### config.mk
export PLATFORM = sky130hd
export DESIGN_NAME = dma_irq_regbank
export DESIGN_NICKNAME = d
export VERILOG_FILES = /design/src/rtl/dma_irq_pkg.sv /design/src/rtl/dma_irq_w1c.sv /design/src/rtl/dma_irq_chan_bank.sv /design/src/rtl/dma_irq_regbank.sv
export SDC_FILE = /design/constraint.sdc
export NUM_CORES = 2
export LEC_CHECK = 0
export ABC_AREA = 1
export BUFFER_PORTS_ARGS = -buffer_cell sky130_fd_sc_hd__buf_4
export CORE_MARGIN = 5
export CORE_UTILIZATION = 35
export CTS_CLUSTER_DIAMETER = 100
export DETAILED_ROUTE_END_ITERATION = 7
export GPL_TIMING_DRIVEN = 0
export SETUP_SLACK_MARGIN = 0.05
export SLEW_MARGIN = 20
export SYNTH_ARGS = -nofsm -noshare
export SYNTH_HDL_FRONTEND = slang
export SYNTH_HIERARCHICAL = 1
export SYNTH_SLANG_ARGS = --single-unit
### constraint.sdc
create_clock -name clk -period 2.93 [get_ports clk]
set_input_delay 0.293 -clock clk [delete_from_list [all_inputs] [get_ports clk]]
set_output_delay 0.293 -clock clk [all_outputs]
set_load 0.1 [all_outputs]
### src/rtl/dma_irq_pkg.sv
`timescale 1ns/1ps
package dma_irq_pkg;

    localparam int DW = 32;
    localparam int AW = 12;

    // Bit positions inside a channel configuration word
    localparam int CFG_ON_BIT     = 0;
    localparam int CFG_ERR_IE_BIT = 14;
    localparam int CFG_TC_IE_BIT  = 15;

    typedef enum logic [3:0] {
        GW_ANY_STAT = 4'd0,
        GW_TC_STAT  = 4'd1,
        GW_TC_CLR   = 4'd2,
        GW_ERR_STAT = 4'd3,
        GW_ERR_CLR  = 4'd4,
        GW_TC_RAW   = 4'd5,
        GW_ERR_RAW  = 4'd6,
        GW_ACTIVE   = 4'd7,
        GW_GCFG     = 4'd12,
        GW_SYNC     = 4'd13
    } gword_e;

    typedef enum logic [2:0] {
        CW_SRC  = 3'd0,
        CW_DST  = 3'd1,
        CW_LINK = 3'd2,
        CW_CTRL = 3'd3,
        CW_CFG  = 3'd4
    } cword_e;

    typedef struct packed {
        logic [DW-1:0] src;
        logic [DW-1:0] dst;
        logic [DW-1:0] link;
        logic [DW-1:0] ctrl;
        logic [DW-1:0] cfg;
    } chan_regs_t;

    typedef struct packed {
        logic       chan;
        logic       glob;
        logic       id;
        logic [2:0] ch;
        cword_e     cw;
        gword_e     gw;
        logic [2:0] idx;
    } dec_t;

    function automatic dec_t decode(input logic [AW-1:0] a);
        dec_t d;
        logic aligned;
        aligned = (a[1:0] == 2'b00);
        d.chan  = aligned && (a[11:8] == 4'h1);
        d.glob  = aligned && (a[11:6] == 6'd0);
        d.id    = aligned && (a[11:5] == 7'h7F);
        d.ch    = a[7:5];
        d.cw    = cword_e'(a[4:2]);
        d.gw    = gword_e'(a[5:2]);
        d.idx   = a[4:2];
        return d;
    endfunction

    function automatic logic [7:0] id_byte(input logic [2:0] i, input int nch);
        case (i)
            3'd0:    return (nch == 2) ? 8'h81 : 8'h80;
            3'd1:    return 8'h10;
            3'd2:    return 8'h04;
            3'd3:    return 8'h0A;
            3'd4:    return 8'h0D;
            3'd5:    return 8'hF0;
            3'd6:    return 8'h05;
            default: return 8'hB1;
        endcase
    endfunction

endpackage

### src/rtl/dma_irq_w1c.sv
`timescale 1ns/1ps
// Sticky status vector: per-bit set pulses, write-one-to-clear, set wins.
module dma_irq_w1c #(
    parameter int W = 8
) (
    input  logic         clk,
    input  logic         rst,
    input  logic [W-1:0] set,
    input  logic         clr_we,
    input  logic [W-1:0] clr,
    output logic [W-1:0] q
);
    logic [W-1:0] clr_eff;

    assign clr_eff = clr_we ? clr : '0;

    always_ff @(posedge clk) begin
        if (rst) q <= '0;
        else     q <= (q & ~clr_eff) | set;
    end
endmodule

### src/rtl/dma_irq_chan_bank.sv
`timescale 1ns/1ps
// Per-channel word storage: source, destination, link, control, configuration.
module dma_irq_chan_bank
    import dma_irq_pkg::*;
#(
    parameter int NCH = 8
) (
    input  logic                   clk,
    input  logic                   rst,
    input  logic                   chan_we,
    input  logic [2:0]             ch,
    input  cword_e                 cw,
    input  logic [DW-1:0]          wr_data,
    output chan_regs_t [NCH-1:0]   regs
);
    for (genvar c = 0; c < NCH; c++) begin : g_ch
        chan_regs_t r;
        logic       hit;

        assign hit     = chan_we && (ch == 3'(c));
        assign regs[c] = r;

        always_ff @(posedge clk) begin
            if (rst) begin
                r <= '0;
            end else if (hit) begin
                case (cw)
                    CW_SRC:  r.src  <= wr_data;
                    CW_DST:  r.dst  <= wr_data;
                    CW_LINK: r.link <= wr_data;
                    CW_CTRL: r.ctrl <= wr_data;
                    CW_CFG:  r.cfg  <= wr_data;
                    default: ;
                endcase
            end
        end
    end
endmodule

### src/rtl/dma_irq_regbank.sv
`timescale 1ns/1ps
module dma_irq_regbank
    import dma_irq_pkg::*;
#(
    parameter int NCH = 8
) (
    input  logic           clk,
    input  logic           rst,
    input  logic           wr_en,
    input  logic [11:0]    addr,
    input  logic [31:0]    wr_data,
    output logic [31:0]    rd_data,
    input  logic [NCH-1:0] tc_set,
    input  logic [NCH-1:0] err_set,
    output logic           irq_tc,
    output logic           irq_err,
    output logic           irq_any
);
    localparam int PADW = DW - NCH;

    dec_t                 dec;
    chan_regs_t [NCH-1:0] regs;
    chan_regs_t           sel;
    logic [NCH-1:0]       raw_tc, raw_err;
    logic [NCH-1:0]       tc_mask, err_mask, active;
    logic [NCH-1:0]       tc_m, err_m;
    logic [DW-1:0]        gcfg_q, sync_q;
    logic                 tc_clr_we, err_clr_we;

    assign dec = decode(addr);

    dma_irq_chan_bank #(.NCH(NCH)) u_bank (
        .clk     (clk),
        .rst     (rst),
        .chan_we (wr_en && dec.chan),
        .ch      (dec.ch),
        .cw      (dec.cw),
        .wr_data (wr_data),
        .regs    (regs)
    );

    assign tc_clr_we  = wr_en && dec.glob && (dec.gw == GW_TC_CLR);
    assign err_clr_we = wr_en && dec.glob && (dec.gw == GW_ERR_CLR);

    dma_irq_w1c #(.W(NCH)) u_tc (
        .clk    (clk),
        .rst    (rst),
        .set    (tc_set),
        .clr_we (tc_clr_we),
        .clr    (wr_data[NCH-1:0]),
        .q      (raw_tc)
    );

    dma_irq_w1c #(.W(NCH)) u_err (
        .clk    (clk),
        .rst    (rst),
        .set    (err_set),
        .clr_we (err_clr_we),
        .clr    (wr_data[NCH-1:0]),
        .q      (raw_err)
    );

    for (genvar c = 0; c < NCH; c++) begin : g_mask
        assign tc_mask[c]  = regs[c].cfg[CFG_TC_IE_BIT];
        assign err_mask[c] = regs[c].cfg[CFG_ERR_IE_BIT];
        assign active[c]   = regs[c].cfg[CFG_ON_BIT];
    end

    assign tc_m  = raw_tc  & tc_mask;
    assign err_m = raw_err & err_mask;

    assign irq_tc  = |tc_m;
    assign irq_err = |err_m;
    assign irq_any = irq_tc | irq_err;

    always_ff @(posedge clk) begin
        if (rst) begin
            gcfg_q <= '0;
            sync_q <= '0;
        end else if (wr_en && dec.glob) begin
            if (dec.gw == GW_GCFG) gcfg_q <= wr_data;
            if (dec.gw == GW_SYNC) sync_q <= wr_data;
        end
    end

    // Channel select; an index outside the built channels selects zeros
    always_comb begin
        sel = '0;
        for (int c = 0; c < NCH; c++) begin
            if (dec.ch == 3'(c)) sel = regs[c];
        end
    end

    always_comb begin
        rd_data = '0;
        if (dec.id) begin
            rd_data = {24'd0, id_byte(dec.idx, NCH)};
        end else if (dec.chan) begin
            case (dec.cw)
                CW_SRC:  rd_data = sel.src;
                CW_DST:  rd_data = sel.dst;
                CW_LINK: rd_data = sel.link;
                CW_CTRL: rd_data = sel.ctrl;
                CW_CFG:  rd_data = sel.cfg;
                default: rd_data = '0;
            endcase
        end else if (dec.glob) begin
            case (dec.gw)
                GW_ANY_STAT: rd_data = {{PADW{1'b0}}, tc_m | err_m};
                GW_TC_STAT:  rd_data = {{PADW{1'b0}}, tc_m};
                GW_ERR_STAT: rd_data = {{PADW{1'b0}}, err_m};
                GW_TC_RAW:   rd_data = {{PADW{1'b0}}, raw_tc};
                GW_ERR_RAW:  rd_data = {{PADW{1'b0}}, raw_err};
                GW_ACTIVE:   rd_data = {{PADW{1'b0}}, active};
                GW_GCFG:     rd_data = gcfg_q;
                GW_SYNC:     rd_data = sync_q;
                default:     rd_data = '0;
            endcase
        end
    end
endmodule

Word level (Yosys, flattened, before mapping). Cells that the tools add are included.

Flip-flop bits (word level): 1360. Input port bits: 63.

Equality and inequality tests: 24. Multiplexer cells: 16. Bitwise gates (word level): 10. Reductions and logical operators: 64.

Operators with widths (number): 2-to-1 mux 160 bit (8); case mux 32 bit (8 select lines) (1); case mux 32 bit (5 select lines) (1); 2-to-1 mux 32 bit (3); AND reduction 2 bit (42); case mux 8 bit (7 select lines) (1); AND 8 bit (4); bitwise OR 8 bit (3); == test 3 bit (second input constant) (7); == test 4 x 3 -> 1 bit (second input constant) (4); 2-to-1 mux 8 bit (2); NOT 8 bit (2); OR reduction 8 bit (2); logical AND 1 bit (15); == test 3 x 2 -> 1 bit (second input constant) (4); == test 4 x 1 -> 1 bit (second input constant) (2); == test 4 x 2 -> 1 bit (second input constant) (2); == test 4 bit (second input constant) (2); == test 7 bit (second input constant) (1); == test 3 x 1 -> 1 bit (second input constant) (2); zero test 3 bit (2); zero test 6 bit (1); zero test 4 bit (1); zero test 2 bit (1); bitwise OR 1 bit (1).

Logic depth before layout (Yosys ltp).
Depth after elaboration: 12. Mapped depth: 18.

Cells and area by module. Netlist, hierarchy kept.

Modules (own cells, without submodules): dma_irq_chan_bank (times used 1, cells each 7187, area an instance 49860.3 um2, seq. area each 25624.6 um2); dma_irq_regbank (times used 1, cells each 3580, area an instance 16641.0 um2, seq. area each 1281.2 um2); dma_irq_w1c (times used 2, cells each 42, area an instance 299.0 um2, seq. area each 160.2 um2).

Least setup slack after synthesis. No wires, ideal clock.

Path type: in2out. Start point: in addr[7]. End point: out rd_data[3]. Arrival: 2.231 ns. Data required time: 2.637 ns. Setup slack: 0.406 ns. Stages on the path: 14. Path buffers: 3. Path through: buf_6 > inv_4 > nor2_4 > nand2_2 > buf_2 > buf_2 > nand2_1 > nand3b_1 > nand2_1 > nand3_1 > nand2_1 > nand2_1 > o21ai_1 > nand3_1.

Longest elaborated chain between the ends: 12. Elaborated cells on any way between the ends: 24. Those cells by class: 8 x eq/ne; 12 x mux; 4 x reduce/logical.

Ends and longest elaborated chain: start, declared (line dma_irq_regbank.sv:10) `input logic [11:0] addr,`; zero test 3 bit (line dma_irq_regbank.sv:90) `if (dec.ch == 3'(c)) sel = regs[c];`; 2-to-1 mux 160 bit (8 in a row) (line dma_irq_regbank.sv:90); case mux 32 bit (5 select lines) (line dma_irq_regbank.sv:99) `case (dec.cw)`; 2-to-1 mux 32 bit (line dma_irq_regbank.sv:98) `end else if (dec.chan) begin`; 2-to-1 mux 32 bit (*) (line dma_irq_regbank.sv:96) `if (dec.id) begin`; end, declared (line dma_irq_regbank.sv:12) `output logic [31:0] rd_data,`.

Mark *: on every way between the ends. The rest lies on a longest branch, timed or not.

Final worst setup path.
Start point: reg u_bank.g_ch[0].r (netlist bit u_bank/regs[98]). End point: out rd_data[2].

Longest elaborated chain between the ends: 11.

Ends and longest elaborated chain: start, declared (line dma_irq_chan_bank.sv:17) `chan_regs_t r;`; 2-to-1 mux 160 bit (8 in a row) (line dma_irq_regbank.sv:90); case mux 32 bit (5 select lines) (line dma_irq_regbank.sv:99); 2-to-1 mux 32 bit (line dma_irq_regbank.sv:98); 2-to-1 mux 32 bit (line dma_irq_regbank.sv:96).

No other way between the ends.

==> qor.yml <==
outcome: "finished with violations"
violations: "DRC, setup timing"
min-delay-path-class: "primary input to flop"
synthesis.instances: 10850
via_count: 80160
reg2reg_from: "u_err/q[5]$_SDFF_PP0_"
cp_data_required_time_ns: 2.64
synth.cell_area_mm2: 0.06710
clkTransAtPathRegs_ns: 0.06
postSynthAreaPerCell_um2: 6.184
cp-start-kind: "flop"
worst-slew-pin-transition_ns: 1.364
critPathBufInv: 1
port_buffers: 96
initial_core_util_pct: 35.24
net_switching_fraction_of_the_power_pct: 29.51
synth_seq_cells: 1360
routed_wl_um: 450500
setup_viol: 32
die_area_mm2: 0.2006
critical_path.top_delay_family: "simple AND/OR/NAND/NOR gates"
drive_gt1_share_pct: 17.22
io_pins: 98
path_depth: 11
overflow: 0
remaining_drc_errors: 15
grt_max_degree: 17
antenna_found_initial: 54
power-per-cell-area_mw_per_mm2: 528.0
post_drt_via_cell_ratio: 5.762
core_region_area_mm2: 0.1904
max_clock_freq_mhz: 277.2
grt_setup_unrepaired: "true"
synth_ff_type: "sky130_fd_sc_hd__dfxtp_1"
regToRegEndpoint: "u_err/q[5]$_SDFF_PP0_"
end_kind: "output port"
final_common_cell: "sky130_fd_sc_hd__nor2_1"
maxCapViolations: 0
switchingPower_mw: 13.18
ff2ff_path_depth: 3
drv_slew: 0
synth-seq-area-share_pct: 40.58
share_clk_of_total_power_pct: 46.3
synth_fp_nets: 10910
crit_arrival_ns: 3.31
nets: 11310
wire_length_of_the_first_global_routing_pass_um: 589100
skew_ns: 0
clock_latency_ns: 0.85
floorplan.die.height_um: 447.9
layout_worst_path_cycle_share_pct: 123.1
synth_cell_type_count: 41
min_delay_path_depth: 3
hold_ws_ns: 0.09227
max_buffers_root_to_sink: 3
worst_slack_ns: -0.6777
final.min_clock_period_ns: 3.608
hold-path-endpoint: "sync_q[4]$_SDFFE_PP0P_"
pwr-share-seq_pct: 41.5
crit_path_top_delay_cell: "sky130_fd_sc_hd__nand4_1"
worstHoldStart: "rst"
row_count: 160
detailedPlacementHpwl_um: 340600
layout.cells.most_common_list: "3120 x sky130_fd_sc_hd__nor2_1, 2292 x sky130_fd_sc_hd__nand2_1, 1418 x sky130_fd_sc_hd__nand3_1, 1313 x sky130_fd_sc_hd__dfxtp_1, 392 x sky130_fd_sc_hd__inv_1"
cts_sinks: 1360
worstPathMaxFanout: 2
flow.area_growth_from_synthesis_pct: 26.07
grt_use_total_pct: 43.18
cts_htree_levels: 4
first_global_vias: 70300
antenna_violating_nets_post_route: 0
cts_tree: "done"
detail_route.iter0.violations: 13560
critPathMostFrequentCell: "sky130_fd_sc_hd__nand2_2"
placedInstanceArea_mm2: 0.07156
crit_path_max_incr_delay_ns: 0.53
p_comb_share_pct: 12.2
async_reset_ff_share_pct: 0
synth-edff-count: 0
power_report.internal_total_mw: 31.49
p_leak_nw: 36.68
crit_path_cell_trace: "nand3_2, nand3_4, nor2_4, nand4_1, nand2_1, nand2_2, nor2_4, nand2_2, nand2_2, nand3_4, buf_12"
clockRootBuffer: "sky130_fd_sc_hd__clkbuf_16"
finalHoldViolCount: 0
stdcell_area_mm2: 0.08459
last_weighted_congestion_value_of_the_routability_driven_placer: 1.118
synthesis.yosys.warnings: 6
place_worst_setup_slack_ns: -1.938
tritoncts.num_buffers: 164
power_mw: 44.67
vdd_ir_drop_max_mv: 0.6852
detail_route.first_pass.iterations: 8
die_w_um: 447.9
reg2reg_setup_slack_ns: 1.60
critPathKind: "flop to output port"
detail_route.wl_per_cell_um: 32.38
maxSlewHeadroom_pct: 9.057
==> through the flow <==
stage	cells	util [%]	setup TNS, ns
floorplan	10850	-	0
global placement	13460	37.27	-1838.88
detailed placement	13480	37.59	-1737.57
CTS	13850	43.25	-10.97
global route	13890	44.40	-9.515
finish	13910	44.43	-11.24
==> Yosys cell counts (all sizes together) (35+ instances only) <==
master  number  share of area [%]
o22ai       35               0.33
nor2      3215                 18
dfxtp     1360                 41
buf        522                3.9
clkbuf     391                2.2
nand2     2658                 15
inv        424                2.4
o21ai       36               0.27
a211oi      62               0.69
nand3b      51               0.57
a21oi      184                1.4
or2        128                1.2
nand3     1718                 13
==> worst register-to-register path, delay by kind of cell (launching register included) <==
kind,cells,cell delay [ns]
AOI/OAI and AO/OA,1,0.17
buffers and inverters,1,0.60
DFF,1,0.41
and+or+nand+nor,1,0.08
==> logic make-up after synthesis <==
logic type,after synthesis,share of synthesized area (%)
AO/OA/AOI/OAI,355,3.105
buffers and inverters,1338,8.496
AND/OR/NAND/NOR,7798,47.82
flip-flops,1360,40.58
==> worst max path at each step <==
stage	start	to	slack, ns
2_1_floorplan	addr[7]	rd_data[3]	0.41
3_3_place_gp	addr[6]	rd_data[4]	-2.43
3_5_place_dp	addr[6]	rd_data[5]	-1.94
4_1_cts	u_bank/regs[418]$_SDFFE_PP0P_	rd_data[2]	-0.55
5_1_grt	u_bank/regs[418]$_SDFFE_PP0P_	rd_data[2]	-0.56
6_report	u_bank/regs[98]$_SDFFE_PP0P_	rd_data[2]	-0.68
==> cell type report <==
cell class / instances / area, um2
Multi-Input combinational cell: 8153 / 39550
Fill cell: 20130 / 105800
Clock inverter: 46 / 432.9
Timing Repair Buffer: 231 / 2809
Antenna cell: 23 / 57.56
Tap cell: 2511 / 3142
Sequential cell: 1360 / 27290
Buffer: 913 / 4872
Inverter: 425 / 1612
Clock buffer: 249 / 4827
==> flip-flops by register name, indices dropped and copies added, names as in the netlist <==
register / cells
gcfg_q: 32
sync_q: 32
u_bank/regs: 1280
u_err/q: 8
u_tc/q: 8
==> power by group through the flow <==
stage	Sequential, mW	Combinational, mW	Clock (mW)
final	18.5	5.46	20.7
after global routing	18.5	5.37	21.4
after CTS	18.5	4.88	20.7
after detailed placement	18.9	4.41	0
after global placement	18.9	4.32	0
after floorplan	18.9	1.87	0
==> what timing repair did <==
| action | CTS | global route |
|---|---|---|
| pin swaps | 217 | 267 |
| resized for setup | 1201 | 466 |
| hold buffers | 65 | 0 |
| endpoints found under the hold margin | 80 | 0 |
| gates cloned | 0 | 5 |
| setup buffers | 13 | 31 |
| endpoints found under the setup margin | 1312 | 1305 |
==> layer usage <==
metal | global-route usage (%) | up-vias | routed length (um)
met1 | 54.10 | 38340 | 168500
met3 | 20.02 | 1261 | 71300
met5 | 0.2686 | - | 241
met4 | 31.86 | 20 | 41330
met2 | 57.15 | 5829 | 169100
li1 | - | 34710 | -
Note: power is estimated with default switching activity, not from simulation.
